File: src/rtl/pgs_pkg.sv
package pgs_pkg;
  typedef enum logic [1:0] {
    S_IDLE  = 2'd0,
    S_FETCH = 2'd1,
    S_LATCH = 2'd2,
    S_RUN   = 2'd3
  } seq_state_e;

  localparam int ENTRY_W = 16;
endpackage

File: src/rtl/pgs_fifo.sv
module pgs_fifo #(
  parameter int DW    = 16,
  parameter int DEPTH = 8,
  localparam int AW    = (DEPTH > 1) ? $clog2(DEPTH) : 1,
  localparam int LVL_W = $clog2(DEPTH + 1)
) (
  input  logic             clk,
  input  logic             rst,
  input  logic             clr,
  input  logic             wr,
  input  logic [DW-1:0]    wdata,
  input  logic             rd,
  output logic [DW-1:0]    rdata,
  output logic [LVL_W-1:0] level,
  output logic             empty,
  output logic             full
);
  logic [DW-1:0] mem [DEPTH];
  logic [AW-1:0] wptr, rptr;
  logic          do_wr, do_rd;

  assign empty = (level == '0);
  assign full  = (level == LVL_W'(DEPTH));
  assign do_wr = wr && !full && !clr;
  assign do_rd = rd && !empty;

  // storage without reset so it can map onto block RAM
  always_ff @(posedge clk) begin
    if (do_wr) mem[wptr] <= wdata;
  end

  always_ff @(posedge clk) begin
    if (do_rd) rdata <= mem[rptr];
  end

  always_ff @(posedge clk) begin
    if (rst || clr) begin
      wptr  <= '0;
      rptr  <= '0;
      level <= '0;
    end else begin
      if (do_wr) wptr <= (wptr == AW'(DEPTH - 1)) ? '0 : wptr + 1'b1;
      if (do_rd) rptr <= (rptr == AW'(DEPTH - 1)) ? '0 : rptr + 1'b1;
      case ({do_wr, do_rd})
        2'b10:   level <= level + 1'b1;
        2'b01:   level <= level - 1'b1;
        default: level <= level;
      endcase
    end
  end
endmodule

File: src/rtl/pgs_period.sv
module pgs_period #(
  parameter int W = 16
) (
  input  logic         clk,
  input  logic         rst,
  input  logic         en,
  input  logic [W-1:0] cmp,
  input  logic [W-1:0] max,
  output logic         wave,
  output logic         wrap
);
  logic [W-1:0] cnt;
  logic [W-1:0] last;

  assign last = (max == '0) ? '0 : max - 1'b1;
  assign wrap = en && (cnt == last);
  assign wave = en && (cnt < cmp);

  always_ff @(posedge clk) begin
    if (rst || !en || wrap) cnt <= '0;
    else                    cnt <= cnt + 1'b1;
  end
endmodule

File: src/rtl/pgs_flags.sv
module pgs_flags #(
  parameter int LVL_W = 4
) (
  input  logic             clk,
  input  logic             rst,
  input  logic             grp_set,
  input  logic             grp_clr,
  input  logic [LVL_W-1:0] level,
  input  logic [LVL_W-1:0] trig,
  input  logic             grp_en,
  input  logic             low_en,
  output logic             grp_q,
  output logic             low,
  output logic             irq
);
  always_ff @(posedge clk) begin
    if (rst)          grp_q <= 1'b0;
    else if (grp_set) grp_q <= 1'b1;
    else if (grp_clr) grp_q <= 1'b0;
  end

  assign low = (level < trig);
  assign irq = (grp_q && grp_en) || (low && low_en);
endmodule

File: src/rtl/pwm_group_seq.sv
module pwm_group_seq #(
  parameter int DEPTH  = 8,
  parameter int TW     = 16,
  parameter int LO_W   = 8,
  parameter int HI_W   = 6,
  parameter int PCNT_W = 16,
  localparam int LVL_W = $clog2(DEPTH + 1),
  localparam int CNT_W = LO_W + HI_W,
  localparam int EW    = pgs_pkg::ENTRY_W
) (
  input  logic              clk,
  input  logic              rst,
  input  logic              mode_fifo_i,
  input  logic              start_i,
  input  logic [LO_W-1:0]   cnt_lo_i,
  input  logic [HI_W-1:0]   cnt_hi_i,
  input  logic [TW-1:0]     cmp_i,
  input  logic [TW-1:0]     max_i,
  input  logic [TW-1:0]     sh_cmp_i,
  input  logic [TW-1:0]     sh_max_i,
  input  logic              fifo_wr_i,
  input  logic [EW-1:0]     fifo_wdata_i,
  input  logic              fifo_clr_i,
  input  logic [LVL_W-1:0]  trig_lvl_i,
  input  logic              grp_irq_en_i,
  input  logic              low_irq_en_i,
  input  logic              grp_clr_i,
  output logic [TW-1:0]     cmp_o,
  output logic [TW-1:0]     max_o,
  output logic              run_o,
  output logic              wave_o,
  output logic [PCNT_W-1:0] pulse_cnt_o,
  output logic [LVL_W-1:0]  fifo_level_o,
  output logic              fifo_empty_o,
  output logic              fifo_full_o,
  output logic              grp_sent_o,
  output logic              fifo_low_o,
  output logic              irq_o
);
  import pgs_pkg::*;

  seq_state_e        state;
  logic [CNT_W-1:0]  remain;
  logic [TW-1:0]     cmp_q, max_q;
  logic              fifo_mode_q;
  logic [PCNT_W-1:0] pcnt;
  logic [EW-1:0]     rd_q;
  logic [CNT_W-1:0]  cnt_total, ent_cnt;
  logic              ent_sh, pop, wrap, grp_done;

  assign cnt_total = {cnt_hi_i, cnt_lo_i};
  assign ent_cnt   = rd_q[CNT_W-1:0];
  assign ent_sh    = rd_q[CNT_W];
  assign pop       = (state == S_FETCH) && !fifo_empty_o;

  pgs_fifo #(.DW(EW), .DEPTH(DEPTH)) u_fifo (
    .clk(clk), .rst(rst), .clr(fifo_clr_i),
    .wr(fifo_wr_i), .wdata(fifo_wdata_i),
    .rd(pop), .rdata(rd_q),
    .level(fifo_level_o), .empty(fifo_empty_o), .full(fifo_full_o)
  );

  pgs_period #(.W(TW)) u_period (
    .clk(clk), .rst(rst), .en(state == S_RUN),
    .cmp(cmp_q), .max(max_q), .wave(wave_o), .wrap(wrap)
  );

  always_comb begin
    grp_done = 1'b0;
    case (state)
      S_IDLE:  grp_done = start_i && !mode_fifo_i && (cnt_total == '0);
      S_LATCH: grp_done = (ent_cnt == '0);
      S_RUN:   grp_done = wrap && (remain == CNT_W'(1));
      default: grp_done = 1'b0;
    endcase
  end

  pgs_flags #(.LVL_W(LVL_W)) u_flags (
    .clk(clk), .rst(rst), .grp_set(grp_done), .grp_clr(grp_clr_i),
    .level(fifo_level_o), .trig(trig_lvl_i),
    .grp_en(grp_irq_en_i), .low_en(low_irq_en_i),
    .grp_q(grp_sent_o), .low(fifo_low_o), .irq(irq_o)
  );

  always_ff @(posedge clk) begin
    if (rst) begin
      state       <= S_IDLE;
      remain      <= '0;
      cmp_q       <= '0;
      max_q       <= '0;
      fifo_mode_q <= 1'b0;
      pcnt        <= '0;
    end else begin
      case (state)
        S_IDLE: begin
          if (start_i && !mode_fifo_i) begin
            fifo_mode_q <= 1'b0;
            pcnt        <= '0;
            remain      <= cnt_total;
            cmp_q       <= cmp_i;
            max_q       <= max_i;
            if (cnt_total != '0) state <= S_RUN;
          end else if (start_i && !fifo_empty_o) begin
            fifo_mode_q <= 1'b1;
            pcnt        <= '0;
            state       <= S_FETCH;
          end
        end
        S_FETCH: state <= fifo_empty_o ? S_IDLE : S_LATCH;
        S_LATCH: begin
          remain <= ent_cnt;
          cmp_q  <= ent_sh ? sh_cmp_i : cmp_i;
          max_q  <= ent_sh ? sh_max_i : max_i;
          if (ent_cnt != '0) state <= S_RUN;
          else               state <= fifo_empty_o ? S_IDLE : S_FETCH;
        end
        S_RUN: begin
          if (wrap) begin
            pcnt <= pcnt + 1'b1;
            if (remain == CNT_W'(1))
              state <= (fifo_mode_q && !fifo_empty_o) ? S_FETCH : S_IDLE;
            else
              remain <= remain - 1'b1;
          end
        end
        default: state <= S_IDLE;
      endcase
    end
  end

  assign cmp_o       = cmp_q;
  assign max_o       = max_q;
  assign run_o       = (state == S_RUN);
  assign pulse_cnt_o = pcnt;
endmodule

File: config.mk
export PLATFORM = sky130hd
export DESIGN_NAME = pwm_group_seq
export DESIGN_NICKNAME = d
export VERILOG_FILES = /design/src/rtl/pgs_pkg.sv /design/src/rtl/pgs_fifo.sv /design/src/rtl/pgs_period.sv /design/src/rtl/pgs_flags.sv /design/src/rtl/pwm_group_seq.sv
export SDC_FILE = /design/constraint.sdc
export NUM_CORES = 1
export LEC_CHECK = 0
export CORE_ASPECT_RATIO = 2
export CORE_MARGIN = 3
export CORE_UTILIZATION = 50
export DETAILED_ROUTE_END_ITERATION = 16
export HOLD_SLACK_MARGIN = 0.03
export PLACE_DENSITY_LB_ADDON = 0.2
export SYNTH_ARGS = -nofsm -noshare
export SYNTH_HDL_FRONTEND = slang
export SYNTH_HIERARCHICAL = 1
export SYNTH_SLANG_ARGS = --single-unit
File: constraint.sdc
create_clock -name clk -period 3.4 [get_ports clk]
set_clock_uncertainty 0.2 [all_clocks]
set_input_delay 0.34 -clock clk [delete_from_list [all_inputs] [get_ports clk]]
set_output_delay 0.34 -clock clk [all_outputs]
set_load 0.01 [all_outputs]
# Word level (Yosys, flattened, before mapping)
# Memory sizes are Yosys's and may differ from the RTL's. A register that Yosys moved wholly into a read port is not among the register bits.
# Index checks and enable logic that the tools add are counted.
[word_totals] reg_bits=92 ram_bits=128 inputBits=107 output_inout_bits=59 elab_cells=113 n_memories=1
[mem_list] name="u_fifo.mem" depth=8 width=16 read_ports=1 rd_clocked_by_memory_dff=1 write_ports=1 line_no="pgs_fifo.sv:18" text="logic [DW-1:0] mem [DEPTH];"
[classes] n_addsub=8 order_cmp=2 eq_ne=16 muxes=35 reduce_logical=40
[op_table] operator="$mux 16" count=8
[op_table] operator="$pmux 16 s2" count=3
[op_table] operator="$mux 14" count=3
[op_table] operator="$pmux 14 s3" count=1
[op_table] operator="$add 16x1->16 const B" count=2
[op_table] operator="$logic_not 14->1" count=2
[op_table] operator="$reduce_bool 14->1" count=2
[op_table] operator="$eq 16x16->1" count=1
[op_table] operator="$logic_not 16->1" count=1
[op_table] operator="$lt 16x16->1" count=1
[op_table] operator="$sub 16x1->16 const B" count=1
[op_table] operator="$eq 14x1->1 const B" count=1
[op_table] operator="$mux 2" count=7
[op_table] operator="$sub 14x1->14 const B" count=1
[op_table] operator="$logic_and 1x1->1" count=13
[op_table] operator="$reduce_bool 2->1" count=5
[op_table] operator="$mux 1" count=8
[op_table] operator="$ne 2x2->1 const B" count=4
[op_table] operator="$pmux 2 s4" count=1
[op_table] operator="$pmux 4 s2" count=1
[op_table] operator="$reduce_and 4->1" count=2
[op_table] operator="$add 3x1->3 const B" count=2
[op_table] operator="$eq 2x2->1 const B" count=3
[op_table] operator="$eq 3x3->1 const B" count=2
[op_table] operator="other kinds (15)" count=26

# Logic depth before layout (Yosys ltp)
[depth] word_depth=7 mapped_depth=16 depth_no_buf=15

# Hierarchy
# Netlist, hierarchy kept.
[by_module_without_submodules] module="pgs_fifo" instances=1 cells_each=280 area_per_inst_um2=5896.9 seq_area_each_um2=4524.3
[by_module_without_submodules] module="pwm_group_seq" instances=1 cells_each=468 area_per_inst_um2=3638.5 seq_area_each_um2=1301.2
[by_module_without_submodules] module="pgs_period" instances=1 cells_each=295 area_per_inst_um2=2178.3 seq_area_each_um2=320.3
[by_module_without_submodules] module="pgs_flags" instances=1 cells_each=15 area_per_inst_um2=117.6 seq_area_each_um2=20.0

# Least setup slack after synthesis
# No wires, ideal clock.
[synth_path] path_kind="reg2reg" start="register max_q[6] (netlist: max_o[6])" end="register pcnt[9] (netlist: pulse_cnt_o[9])" setup_time_ps=125 arrival_ps=3360 required_ps=3075 path_slack_ps=-286 stages_incl_launch_ff=14 n_path_buf=3 period_less_slack_ps=3686 cell_sequence="dfxtp_1 > buf_6 > nor4_4 > nand4_1 > o21ai_0 > o41ai_1 > or4_1 > nor4b_1 > nand3_1 > a21boi_0 > buf_2 > buf_2 > o31ai_1 > a21oi_1"
[synth_via] elab_chain_cells=6 elab_cells_between_ends=7 classes_between="1 x add/sub; 2 x eq/ne; 1 x mux; 3 x reduce/logical"
[synth_rtl] element="start, declared" line_no="pwm_group_seq.sv:44" text="logic [TW-1:0] cmp_q, max_q;"
[synth_rtl] element="start signal, assigned" line_no="pwm_group_seq.sv:101" text="max_q <= max_i;"
[synth_rtl] element="start signal, assigned" line_no="pwm_group_seq.sv:113" text="max_q <= ent_sh ? sh_max_i : max_i;"
[synth_rtl] element="$sub 16x1->16 / $logic_not 16->1 (equally long branches)" line_no="pgs_period.sv:15" text="assign last = (max == '0) ? '0 : max - 1'b1;"
[synth_rtl] element="$mux 16 *" line_no="pgs_period.sv:15"
[synth_rtl] element="$eq 16x16->1 *" line_no="pgs_period.sv:16" text="assign wrap = en && (cnt == last);"
[synth_rtl] element="$logic_and 1x1->1 *" line_no="pgs_period.sv:16"
[synth_rtl] element="via wrap" line_no="pwm_group_seq.sv:49" text="logic ent_sh, pop, wrap, grp_done;"
[synth_rtl] element="$ne 2x2->1 (no line) *"
[synth_rtl] element="$reduce_and 3->1 (no line) *"
[synth_rtl] element="end signal, assigned" line_no="pwm_group_seq.sv:119" text="pcnt <= pcnt + 1'b1;"
[synth_rtl] element="end, declared" line_no="pwm_group_seq.sv:46" text="logic [PCNT_W-1:0] pcnt;"
# The timed path passes the listed nets; every way through them passes the cells marked *.
# A chain may end at the register's enable or synchronous reset.

# Worst setup path after layout
[layout_path] start="register max_q[5] (netlist: max_o[5])" end="register pcnt[7] (netlist: pulse_cnt_o[7])"
# Same word-level chain as after synthesis.

==> run metrics <==
Final ANT Viol Nets=0; Ports=166; Die H=221 um; Final Hold Viols=0; Multi-input gate area=5650 um2; CP Data Arrival Time=3.73 ns; Netlist Area Pre-Place=11,500 um2; Slew Viols, Final=0; RR Startpoint=max_o[5]; Core Box Area=22,400 um2; switch share=26.2%; Gate Count Post-Synth=1,046; worst path required time=3.60 ns; Ant. Diodes=0; combinational cell fraction of total power=20.2%; Area after DPL=14,200 um2; DRT Pass-1 Iters=7; R2R depth=13; fillers=1,721; DRT iter0 DRCs=564; clock buffer count from CTS=21; total grt overflow=0; vias in the first global route=10,100; CP startpoint kind=flip-flop; CTS tree=yes; count of final setup violators=20; largest net degree at the start of global routing=41; Tot GR Track Use=27.6%; layout cells sized above 1=23.4%; Worst path slowest cell=or4_1; Net Sw Power=1.81 mW; register area=5910 um2; vias after detailed routing=9,747; Critical Path Max Stage Delay=0.61 ns; maximum VDD drop=530 uV; initial antenna violation count=0; Hold Slack=0.194 ns; RSZ-0062 raised after global routing=yes; # port buffers=164; hold depth=3; PnR worst setup slack=-0.130 ns; CP Capture Type=flip-flop; Worst-path clk slew=0.07 ns; DIE AREA=25,000 um2; Max Cap Viol=0; final worst path period share=104%; internal power=5.08 mW; CTS H-tree lvls=1; Hold Path Sink=cmp_o[6]; critical path type=flip-flop to flip-flop; crit path buf inv count=2; most used cell, CP=buf_6; HPWL after DPL=25.1 mm; Yosys warnings=6; Non-Filler Cell Area, Final=15,400 um2; Clk network pwr share=35.5%; Synth Net Count=1,184; total power per unit cell area=447 nW/um2; Crit path max-delay family=simple AND/OR/NAND/NOR gates; clock tree buffer depth=3; nets=1,428; initial core utilization=51.5%; Leak=5.53 nW; Slew @ Worst Pin=1.09 ns; Rows=77; aggregate routed wire length=34.7 mm; r2r endpoint=pulse_cnt_o[7]; Mapped Avg Cell Area=11.0 um2; fin crit period=3.53 ns; Register-to-Register Setup Slack=-0.13 ns; WL/cell=22.0 um; Die W=113 um; worst path cell trace=or4_4 > or4_1 > o221ai_2 > nand2_1 > a2bb2oi_1 > or2_2 > nor4b_4 > nand3_2 > buf_6 > a21boi_4 > buf_6 > nor4_2 > o21a_1; fmax=283 MHz; CTS root buffer=clkbuf_16; status=finished with violations; Seq pwr share=44.3%; violated checks=negative setup slack; worst-path fanout max=8; drt drc=0; worst skew pair latency=0.52 ns; Slew headroom=27.0%; Hold Path Origin=cmp_i[6]; global-route wire length before repair=53.5 mm; drt via density=6.17; CTS sink cnt=227; Hold Path Class=primary input to flip-flop; Final Wtd Congestion=0.983; area grow syn2layout=33.8%
-- how the worst max path moves through the flow --
stage                        start              to  slack (ns)  cells after the start
after floorplan           max_o[6]  pulse_cnt_o[5]      0.0006                     14
after global placement    max_o[5]  pulse_cnt_o[9]       -0.26                     11
after detailed placement  max_o[5]       remain[7]       -0.27                     11
after CTS                 max_o[5]       remain[7]       -0.11                     13
after global routing      max_o[5]       remain[0]       -0.25                     14
final                     max_o[5]  pulse_cnt_o[7]       -0.13                     13
-- area by class of cell --
class	count	area share (%)
Tap cell	276	2.24
Sequential cell	227	38.4
Clock inverter	13	1.06
Clock buffer	23	3.53
Timing Repair Buffer	286	17.1
Multi-Input combinational cell	714	36.7
Inverter	40	0.975
-- sequential cells by signal, indices dropped and copies added, names as in the netlist --
signal,cells
u_fifo/wptr,3
u_fifo/rptr,3
state,2
u_flags/grp_q,1
remain,14
pulse_cnt_o,16
fifo_mode_q,1
u_fifo/mem,120
u_fifo/rdata,15
cmp_o,16
max_o,16
u_fifo/level,4
u_period/cnt,16
-- power groups by stage --
stage | clock [mW] | combinational (mW) | sequential (mW)
2_1_floorplan | 0 | 0.618 | 3.12
3_3_place_gp | 0 | 1.24 | 3.10
3_5_place_dp | 0 | 1.25 | 3.11
4_1_cts | 2.50 | 1.33 | 3.05
5_1_grt | 2.62 | 1.49 | 3.06
6_report | 2.44 | 1.39 | 3.05
-- per-layer routing --
metal | vias up | wire (um) | track usage [%]
met3 | 133 | 1420 | 2.74
met2 | 373 | 20300 | 56.3
met4 | 0 | 1940 | 14.3
met1 | 4754 | 11100 | 26.2
li1 | 4487 | - | -
met5 | - | 0 | 0
-- worst register-to-register path, stage by stage (launching register included) --
cell and delay [ns]:
dfxtp_4 0.36, or4_4 0.60, or4_1 0.61, o221ai_2 0.22
nand2_1 0.09, a2bb2oi_1 0.14, or2_2 0.14, nor4b_4 0.05
nand3_2 0.09, buf_6 0.11, a21boi_4 0.39, buf_6 0.19
nor4_2 0.05, o21a_1 0.18
-- through the flow --
stage          setup WS (ns)  power, mW  utilization, %  instances  setup TNS (ns)
3_3_place_gp          -0.264       4.34            63.3       1528           -4.37
6_report              -0.130       6.88            68.9       1579           -1.30
3_5_place_dp          -0.274       4.36            63.3       1528           -4.85
2_1_floorplan       0.000561       3.74               -       1046               0
5_1_grt               -0.254       7.16            68.9       1579           -4.78
4_1_cts               -0.106       6.87            67.7       1576          -0.668
-- placed cells by master (no fill, tap or decap), types with 15 or more instances in the layout --
cell type / n
nand3_1: 52
a311oi_1: 33
edfxtp_1: 135
nor2_1: 87
inv_1: 38
dfxtp_1: 85
nand2_1: 100
mux4_2: 30
mux2_2: 15
clkdlybuf4s50_1: 162
clkbuf_16: 22
a21oi_1: 35
ha_1: 29
buf_4: 107
-- what timing repair did --
action	4_1_cts	5_1_grt
setup endpoints to repair	31	33
pin swaps	25	23
buffers inserted	10	4
hold buffers	1	0
resized for setup	44	50
cloned	1	0
hold endpoints to repair	3	0
No activity file was read; power rests on OpenSTA's default activity.
